<file path="src/rtl/edid_rd_pkg.sv">
package edid_rd_pkg;
  localparam logic [7:0] TABLE_DEV_ADDR = 8'h50;
  localparam logic [7:0] SEGPTR_ADDR    = 8'h60;
  localparam logic [3:0] CMD_OFFSET_RD  = 4'd4;

  typedef enum logic [1:0] {
    ST_IDLE  = 2'd0,
    ST_ISSUE = 2'd1,
    ST_WAIT  = 2'd2,
    ST_DRAIN = 2'd3
  } eng_state_t;
endpackage

</file>
<file path="src/rtl/edid_rx_fifo.sv">
module edid_rx_fifo #(
  parameter int DEPTH = 16,
  parameter int W     = 8
) (
  input  logic         clk,
  input  logic         rst_n,
  input  logic         flush,
  input  logic         in_valid,
  output logic         in_ready,
  input  logic [W-1:0] in_data,
  output logic         out_valid,
  input  logic         out_ready,
  output logic [W-1:0] out_data,
  output logic         empty
);
  localparam int PTR_W = (DEPTH > 1) ? $clog2(DEPTH) : 1;
  localparam int CNT_W = $clog2(DEPTH + 1);
  localparam logic [PTR_W-1:0] LAST = PTR_W'(DEPTH - 1);

  logic [W-1:0]     mem [DEPTH];
  logic [PTR_W-1:0] wr_ptr, rd_ptr;
  logic [CNT_W-1:0] count;
  logic             push, pop;

  assign in_ready  = (count != CNT_W'(DEPTH));
  assign out_valid = (count != '0);
  assign empty     = (count == '0);
  assign out_data  = mem[rd_ptr];
  assign push      = in_valid && in_ready && !flush;
  assign pop       = out_valid && out_ready && !flush;

  always_ff @(posedge clk) begin
    if (push) mem[wr_ptr] <= in_data;
  end

  always_ff @(posedge clk or negedge rst_n) begin
    if (!rst_n) begin
      wr_ptr <= '0;
      rd_ptr <= '0;
      count  <= '0;
    end else if (flush) begin
      wr_ptr <= '0;
      rd_ptr <= '0;
      count  <= '0;
    end else begin
      if (push) wr_ptr <= (wr_ptr == LAST) ? '0 : wr_ptr + PTR_W'(1);
      if (pop)  rd_ptr <= (rd_ptr == LAST) ? '0 : rd_ptr + PTR_W'(1);
      case ({push, pop})
        2'b10:   count <= count + CNT_W'(1);
        2'b01:   count <= count - CNT_W'(1);
        default: count <= count;
      endcase
    end
  end

  AST_FIFO_FLUSH_EMPTIES: assert property (@(posedge clk) disable iff (!rst_n)
    flush |=> !out_valid);
  AST_FIFO_POP_ONE: assert property (@(posedge clk) disable iff (!rst_n)
    (out_valid && out_ready && !flush && !in_valid) |=> (count == $past(count) - CNT_W'(1)));
endmodule

</file>
<file path="src/rtl/edid_xfer_timer.sv">
module edid_xfer_timer #(
  parameter int TMO_W = 16
) (
  input  logic             clk,
  input  logic             rst_n,
  input  logic             clear,
  input  logic             run,
  input  logic [TMO_W-1:0] limit,
  output logic             expired
);
  logic [TMO_W-1:0] count;

  assign expired = run && (limit != '0) && (count == limit - TMO_W'(1));

  always_ff @(posedge clk or negedge rst_n) begin
    if (!rst_n)     count <= '0;
    else if (clear) count <= '0;
    else if (run)   count <= count + TMO_W'(1);
  end

  AST_TMO_ENDS_WAIT: assert property (@(posedge clk) disable iff (!rst_n)
    expired |=> !run);
endmodule

</file>
<file path="src/rtl/edid_burst_ctl.sv">
module edid_burst_ctl
  import edid_rd_pkg::*;
#(
  parameter int BLOCK_BYTES = 128,
  parameter int BURST_BYTES = 16
) (
  input  logic       clk,
  input  logic       rst_n,
  input  logic       start,
  input  logic [7:0] block,
  input  logic       srst,
  input  logic       req_ready,
  input  logic       fifo_empty,
  input  logic       byte_push,
  input  logic       phy_done,
  input  logic       phy_nack,
  input  logic       tmo_expired,
  output logic       busy,
  output logic       done,
  output logic       err,
  output logic       req_valid,
  output logic [6:0] seg,
  output logic [7:0] off,
  output logic [$clog2(BURST_BYTES+1)-1:0] len,
  output logic       flush,
  output logic       wait_phase,
  output logic       tmo_clear
);
  localparam int LEN_W  = $clog2(BURST_BYTES + 1);
  localparam int LEFT_W = $clog2(BLOCK_BYTES + 1);
  localparam logic [7:0] ODD_BASE = 8'(BLOCK_BYTES);

  eng_state_t        st;
  logic [LEFT_W-1:0] left;
  logic [LEN_W-1:0]  rx_cnt, rx_next;
  logic              count_bad, abort;

  generate
    if (BLOCK_BYTES % BURST_BYTES == 0) begin : g_even_split
      assign len = LEN_W'(BURST_BYTES);
    end else begin : g_tail_split
      assign len = (left < LEFT_W'(BURST_BYTES)) ? LEN_W'(left) : LEN_W'(BURST_BYTES);
    end
  endgenerate

  assign rx_next    = rx_cnt + LEN_W'(byte_push);
  assign count_bad  = (rx_next != len);
  assign abort      = (st == ST_WAIT) && (phy_nack || (phy_done && count_bad) || tmo_expired);
  assign busy       = (st != ST_IDLE);
  assign req_valid  = (st == ST_ISSUE);
  assign wait_phase = (st == ST_WAIT);
  assign tmo_clear  = (st == ST_ISSUE);
  assign flush      = srst || ((st == ST_IDLE) && start) || abort;

  always_ff @(posedge clk or negedge rst_n) begin
    if (!rst_n) begin
      st     <= ST_IDLE;
      seg    <= '0;
      off    <= '0;
      left   <= '0;
      rx_cnt <= '0;
      done   <= 1'b0;
      err    <= 1'b0;
    end else if (srst) begin
      st   <= ST_IDLE;
      done <= 1'b0;
      err  <= 1'b0;
    end else begin
      case (st)
        ST_IDLE: begin
          if (start) begin
            seg  <= block[7:1];
            off  <= block[0] ? ODD_BASE : 8'd0;
            left <= LEFT_W'(BLOCK_BYTES);
            done <= 1'b0;
            err  <= 1'b0;
            st   <= ST_ISSUE;
          end
        end
        ST_ISSUE: begin
          if (req_ready) begin
            rx_cnt <= '0;
            st     <= ST_WAIT;
          end
        end
        ST_WAIT: begin
          if (abort) begin
            err <= 1'b1;
            st  <= ST_IDLE;
          end else if (phy_done) begin
            off  <= off + 8'(len);
            left <= left - LEFT_W'(len);
            if (left == LEFT_W'(len)) begin
              done <= 1'b1;
              st   <= ST_IDLE;
            end else begin
              st <= ST_DRAIN;
            end
          end else begin
            rx_cnt <= rx_next;
          end
        end
        default: begin
          if (fifo_empty) st <= ST_ISSUE;
        end
      endcase
    end
  end

  AST_BUSY_ON_START: assert property (@(posedge clk) disable iff (!rst_n)
    (!busy && start && !srst) |=> busy);
  AST_REQ_HOLD: assert property (@(posedge clk) disable iff (!rst_n)
    (req_valid && !req_ready && !srst) |=> (req_valid && $stable(off) && $stable(seg) && $stable(len)));
  AST_OFFSET_ON_BURST: assert property (@(posedge clk) disable iff (!rst_n)
    req_valid |-> (off % 8'(BURST_BYTES) == 8'd0));
  AST_NACK_ABORTS: assert property (@(posedge clk) disable iff (!rst_n)
    ((st == ST_WAIT) && phy_nack && !srst) |=> (!busy && err));
  AST_DONE_ERR_EXCL: assert property (@(posedge clk) disable iff (!rst_n)
    !(done && err));
  AST_START_IGNORED: assert property (@(posedge clk) disable iff (!rst_n)
    (req_valid && !req_ready && start && !srst) |=> $stable(seg));
  AST_SRST_IDLES: assert property (@(posedge clk) disable iff (!rst_n)
    srst |=> (!busy && !done && !err));
endmodule

</file>
<file path="src/rtl/edid_block_reader.sv">
module edid_block_reader
  import edid_rd_pkg::*;
#(
  parameter int BLOCK_BYTES = 128,
  parameter int BURST_BYTES = 16,
  parameter int TMO_W       = 16
) (
  input  logic                             clk,
  input  logic                             rst_n,
  input  logic                             cmd_start,
  input  logic [7:0]                       cmd_block,
  input  logic                             cmd_srst,
  input  logic [TMO_W-1:0]                 tmo_limit,
  output logic                             busy,
  output logic                             done,
  output logic                             err,
  output logic                             req_valid,
  input  logic                             req_ready,
  output logic [7:0]                       req_dev_addr,
  output logic [7:0]                       req_seg_addr,
  output logic [6:0]                       req_segment,
  output logic [7:0]                       req_offset,
  output logic [$clog2(BURST_BYTES+1)-1:0] req_len,
  output logic [3:0]                       req_cmd,
  input  logic                             phy_data_valid,
  output logic                             phy_data_ready,
  input  logic [7:0]                       phy_data,
  input  logic                             phy_done,
  input  logic                             phy_nack,
  output logic                             rx_valid,
  input  logic                             rx_ready,
  output logic [7:0]                       rx_data
);
  logic flush, wait_phase, tmo_clear, tmo_expired;
  logic fifo_in_ready, fifo_empty, byte_push;

  assign req_dev_addr   = TABLE_DEV_ADDR;
  assign req_seg_addr   = SEGPTR_ADDR;
  assign req_cmd        = CMD_OFFSET_RD;
  assign phy_data_ready = wait_phase && fifo_in_ready;
  assign byte_push      = phy_data_valid && phy_data_ready;

  edid_burst_ctl #(
    .BLOCK_BYTES(BLOCK_BYTES),
    .BURST_BYTES(BURST_BYTES)
  ) ctl_i (
    .clk        (clk),
    .rst_n      (rst_n),
    .start      (cmd_start),
    .block      (cmd_block),
    .srst       (cmd_srst),
    .req_ready  (req_ready),
    .fifo_empty (fifo_empty),
    .byte_push  (byte_push),
    .phy_done   (phy_done),
    .phy_nack   (phy_nack),
    .tmo_expired(tmo_expired),
    .busy       (busy),
    .done       (done),
    .err        (err),
    .req_valid  (req_valid),
    .seg        (req_segment),
    .off        (req_offset),
    .len        (req_len),
    .flush      (flush),
    .wait_phase (wait_phase),
    .tmo_clear  (tmo_clear)
  );

  edid_rx_fifo #(
    .DEPTH(BURST_BYTES),
    .W    (8)
  ) fifo_i (
    .clk      (clk),
    .rst_n    (rst_n),
    .flush    (flush),
    .in_valid (byte_push),
    .in_ready (fifo_in_ready),
    .in_data  (phy_data),
    .out_valid(rx_valid),
    .out_ready(rx_ready),
    .out_data (rx_data),
    .empty    (fifo_empty)
  );

  edid_xfer_timer #(
    .TMO_W(TMO_W)
  ) tmr_i (
    .clk    (clk),
    .rst_n  (rst_n),
    .clear  (tmo_clear),
    .run    (wait_phase),
    .limit  (tmo_limit),
    .expired(tmo_expired)
  );

  AST_ISSUE_ON_EMPTY: assert property (@(posedge clk) disable iff (!rst_n)
    $rose(req_valid) |-> !rx_valid);
  AST_NO_BYTES_OUTSIDE_BURST: assert property (@(posedge clk) disable iff (!rst_n)
    !busy |-> !phy_data_ready);
endmodule

</file>
<file path="config.mk">
export PLATFORM = sky130hd
export DESIGN_NAME = edid_block_reader
export DESIGN_NICKNAME = d
export VERILOG_FILES = /design/src/rtl/edid_rd_pkg.sv /design/src/rtl/edid_rx_fifo.sv /design/src/rtl/edid_xfer_timer.sv /design/src/rtl/edid_burst_ctl.sv /design/src/rtl/edid_block_reader.sv
export SDC_FILE = /design/constraint.sdc
export NUM_CORES = 1
export LEC_CHECK = 0
export BUFFER_PORTS_ARGS = -buffer_cell sky130_fd_sc_hd__clkbuf_2
export CAP_MARGIN = 30
export CORE_MARGIN = 1.5
export CORE_UTILIZATION = 60
export DETAILED_ROUTE_END_ITERATION = 12
export PLACE_DENSITY = 0.81
export SLEW_MARGIN = 5
export SYNTH_ARGS = -nofsm -noshare
export SYNTH_HDL_FRONTEND = slang
export SYNTH_SLANG_ARGS = --single-unit
export TNS_END_PERCENT = 100
</file>
<file path="constraint.sdc">
create_clock -name clk -period 11.1 [get_ports clk]
set_input_delay 0.555 -clock clk [delete_from_list [all_inputs] [get_ports clk]]
set_output_delay 0.555 -clock clk [all_outputs]
set_load 0.01 [all_outputs]
</file>
==> flow_summary.toml <==
[layout]
area_growth_pct = 10.37
post-route-util = 0.6784
n_antenna_cell = 0
nets = 841
final_common_cell = "edfxtp_1"
drive_above_1_share = 0.1778
final_cell_mix = "128 x edfxtp_1, 65 x clkbuf_2, 53 x nor2_1"
fillers = 1000
final_area_sq_mm = 0.009897

[place]
gp_congestion = 0.8630
place_area_sq_mm = 0.009273
dp_hpwl_mm = 13.49
post-place-ws_ns = 4.837
port_buffers = 65

[synthesis]
async_reset_ff_frac = 0.2928
synth_cells = 728
seq_area_frac_synth = 0.5765
syn_area_sq_mm = 0.008967
synth_flop_cell = "edfxtp_1"
ys_types = 68
ys_ff_latch = 181
yosys_warnings = 0
syn_area_per_cell_sq_um = 12.32
synth_edf_count = 128

[floorplanning]
core_sq_mm = 0.01459
die_w_microns = 125.3
rows = 44
fp.dieH_microns = 125.3
initial_core_util = 0.6147
design.die.area_sq_mm = 0.01569
io_pins = 95

[pwr]
pwr-share-comb = 0.214
p_sw_uw = 546.7
netSwitchingFraction = 0.3032
seqPwrFrac = 0.447
p_int_mw = 1.256
cellLeakagePower_nw = 3.596
clock_power_share = 0.339
power.density_mw_per_mm2 = 182.2
ir_worst_vdd_mv = 0.1530

[detailed_routing]
wl_per_cell_microns = 20.04
top_layer = "met4"
post-route-drc-count = 0
final_antenna_net_count = 0
drt_first_pass_iters = 5
met1Wirelength_mm = 7.804
vias_per_cell = 6.305
wl_met2_mm = 9.903
dr_wl_met3_mm = 1.265
totalWireLength_mm = 19.58
drt_iter0_drc = 610
vias = 6160

[clock_network]
cts_root_buffer = "clkbuf_16"
postCtsSetupBuffers = 0
cts_num_sinks = 181
cts_made_buffers = 17
cts.repair.resized = 0
cts_tree = "yes"
holdBufCountCts = 0
clk_path_buf_depth = 2
clk_latency_ns = 0.43
h-tree-depth = 4
clk_pin_slew_worst_paths_ns = 0.07

[min_path]
hold_class = "input port to asynchronous set/reset pin"

[setup_path]
path_max_fanout = 31
start_kind = "register"
rr_startpoint = "ctl_i.st[0]"
critPathCaptureType = "register"
worstSetupPathType = "register to register"
critPathRequiredTime_ns = 11.37
cp.arrival_ns = 6.73
crit_start = "ctl_i.st[0]"

[sta]
worstMarginPinSlew_ns = 1.041
setup_viol = 0
final-hold-violation-count = 0
rsz0062_at_grt = "false"
setup_slack_ns = 4.641
slew_headroom = 0.2990
fin_crit_sh = 0.5819
max_freq_ghz = 0.1548
fin_crit_ns = 6.459
slew_viol_final = 0
fin_setup_tns_ns = 0
fin_skew_ns = 0.008530

[grt]
overflow = 0
grt_pass1_wl_mm = 31.30
grt_usage = 0.2550
antenna_found_initial = 0
grt_pass1_vias = 6007
grt_max_degree = 54

[job]
drv_cap = 0

[run_status]
status = "complete, no violations"
==> state kept, by name (all words and copies together) (netlist names) <==
name / cells
ctl_i.st: 2
fifo_i.mem: 128
ctl_i.off: 4
fifo_i.wr_ptr: 4
ctl_i.done: 1
tmr_i.count: 16
ctl_i.seg: 7
fifo_i.count: 5
ctl_i.err: 1
fifo_i.rd_ptr: 4
ctl_i.rx_cnt: 5
ctl_i.left: 4
==> cells in the mapped netlist, drive strengths merged (15+ instances only) <==
master	count	area [sq um]
buf	39	287.8
dfrtp	53	1326
nor2	53	198.9
mux2i	33	330.3
inv	22	82.58
a21oi	25	125.1
mux4	16	360.4
clkbuf	26	97.59
edfxtp	128	3844
xnor2	16	140.1
o21ai	48	240.2
ha	19	237.7
nand3	34	170.2
nand2	35	131.4
nor3	15	75.07
==> per-stage QoR <==
stage | hold WS [ns] | total power, mW | std cells
after floorplan | 0.2594 | 1.086 | 755
after global placement | 0.4903 | 1.174 | 941
after detailed placement | 0.5010 | 1.197 | 944
after CTS | 0.2660 | 1.807 | 976
after global routing | 0.3147 | 1.876 | 977
final | 0.2315 | 1.803 | 977
==> worst max-delay path, cell delays in order, from the launching register on <==
cell and delay (ns):
dfrtp_1 0.41, inv_1 0.09, ha_1 0.66, inv_1 0.41, a21oi_1 0.30, nand2_1 0.19
inv_1 0.53, ha_1 0.30, ha_1 0.24, and3b_1 0.19, o21a_1 0.11, o211ai_1 0.14
a21oi_1 0.29, nor2_1 0.08, a211o_1 0.62, nor3_1 0.49, ha_1 0.35, nor2b_1 0.17
o21ai_0 0.17, nand2b_1 0.08, and3_1 0.19, nor3_1 0.21, nor3b_2 0.08
==> final cells by class <==
type / instances / area, sq um / share of cell area
Timing Repair Buffer: 71 / 362.8 / 0.03666
Inverter: 22 / 82.58 / 0.008344
Tap cell: 184 / 230.2 / 0.02326
Sequential cell: 181 / 5171 / 0.5225
Clock inverter: 15 / 193.9 / 0.01960
Clock buffer: 17 / 425.4 / 0.04298
Multi-Input combinational cell: 487 / 3431 / 0.3466
==> worst paths after layout <==
path / to / slack, ns / cells after the start
worst min register to register: ctl_i.seg[0] / 0.51 / 1
min in group clk: ctl_i.seg[2] / 0.35 / 2
worst min-delay path: ctl_i.seg[1] / 0.23 / 2
worst max-delay path: fifo_i.count[4] / 4.64 / 22
worst max register to register: fifo_i.count[4] / 4.64 / 22
max in group asynchronous: fifo_i.rd_ptr[0] / 10.37 / 2
==> cells by family after synthesis <==
family	Yosys count	synth area share
DFF	181	0.5765
adders and majority gates	20	0.02874
and+or+nand+nor	208	0.1189
other	2	0.0008375
muxes	62	0.09335
xor gates and xnor gates	29	0.02832
AOI/OAI and AO/OA	139	0.1012
buffers and inverters	87	0.05218
==> routing by layer <==
layer / global-route usage / vias up
li1: - / 2793
met5: 0 / -
met3: 0.05392 / 51
met2: 0.4314 / 300
met4: 0.1063 / 0
met1: 0.3219 / 3016
==> power by group through the flow <==
stage / registers (mW) / clock network (mW) / logic, mW
global placement: 0.815 / 0 / 0.359
floorplan: 0.815 / 0 / 0.271
finish: 0.806 / 0.611 / 0.386
CTS: 0.805 / 0.618 / 0.384
detailed placement: 0.819 / 0 / 0.378
global route: 0.812 / 0.644 / 0.420
Power figures use the tool's default switching activity.
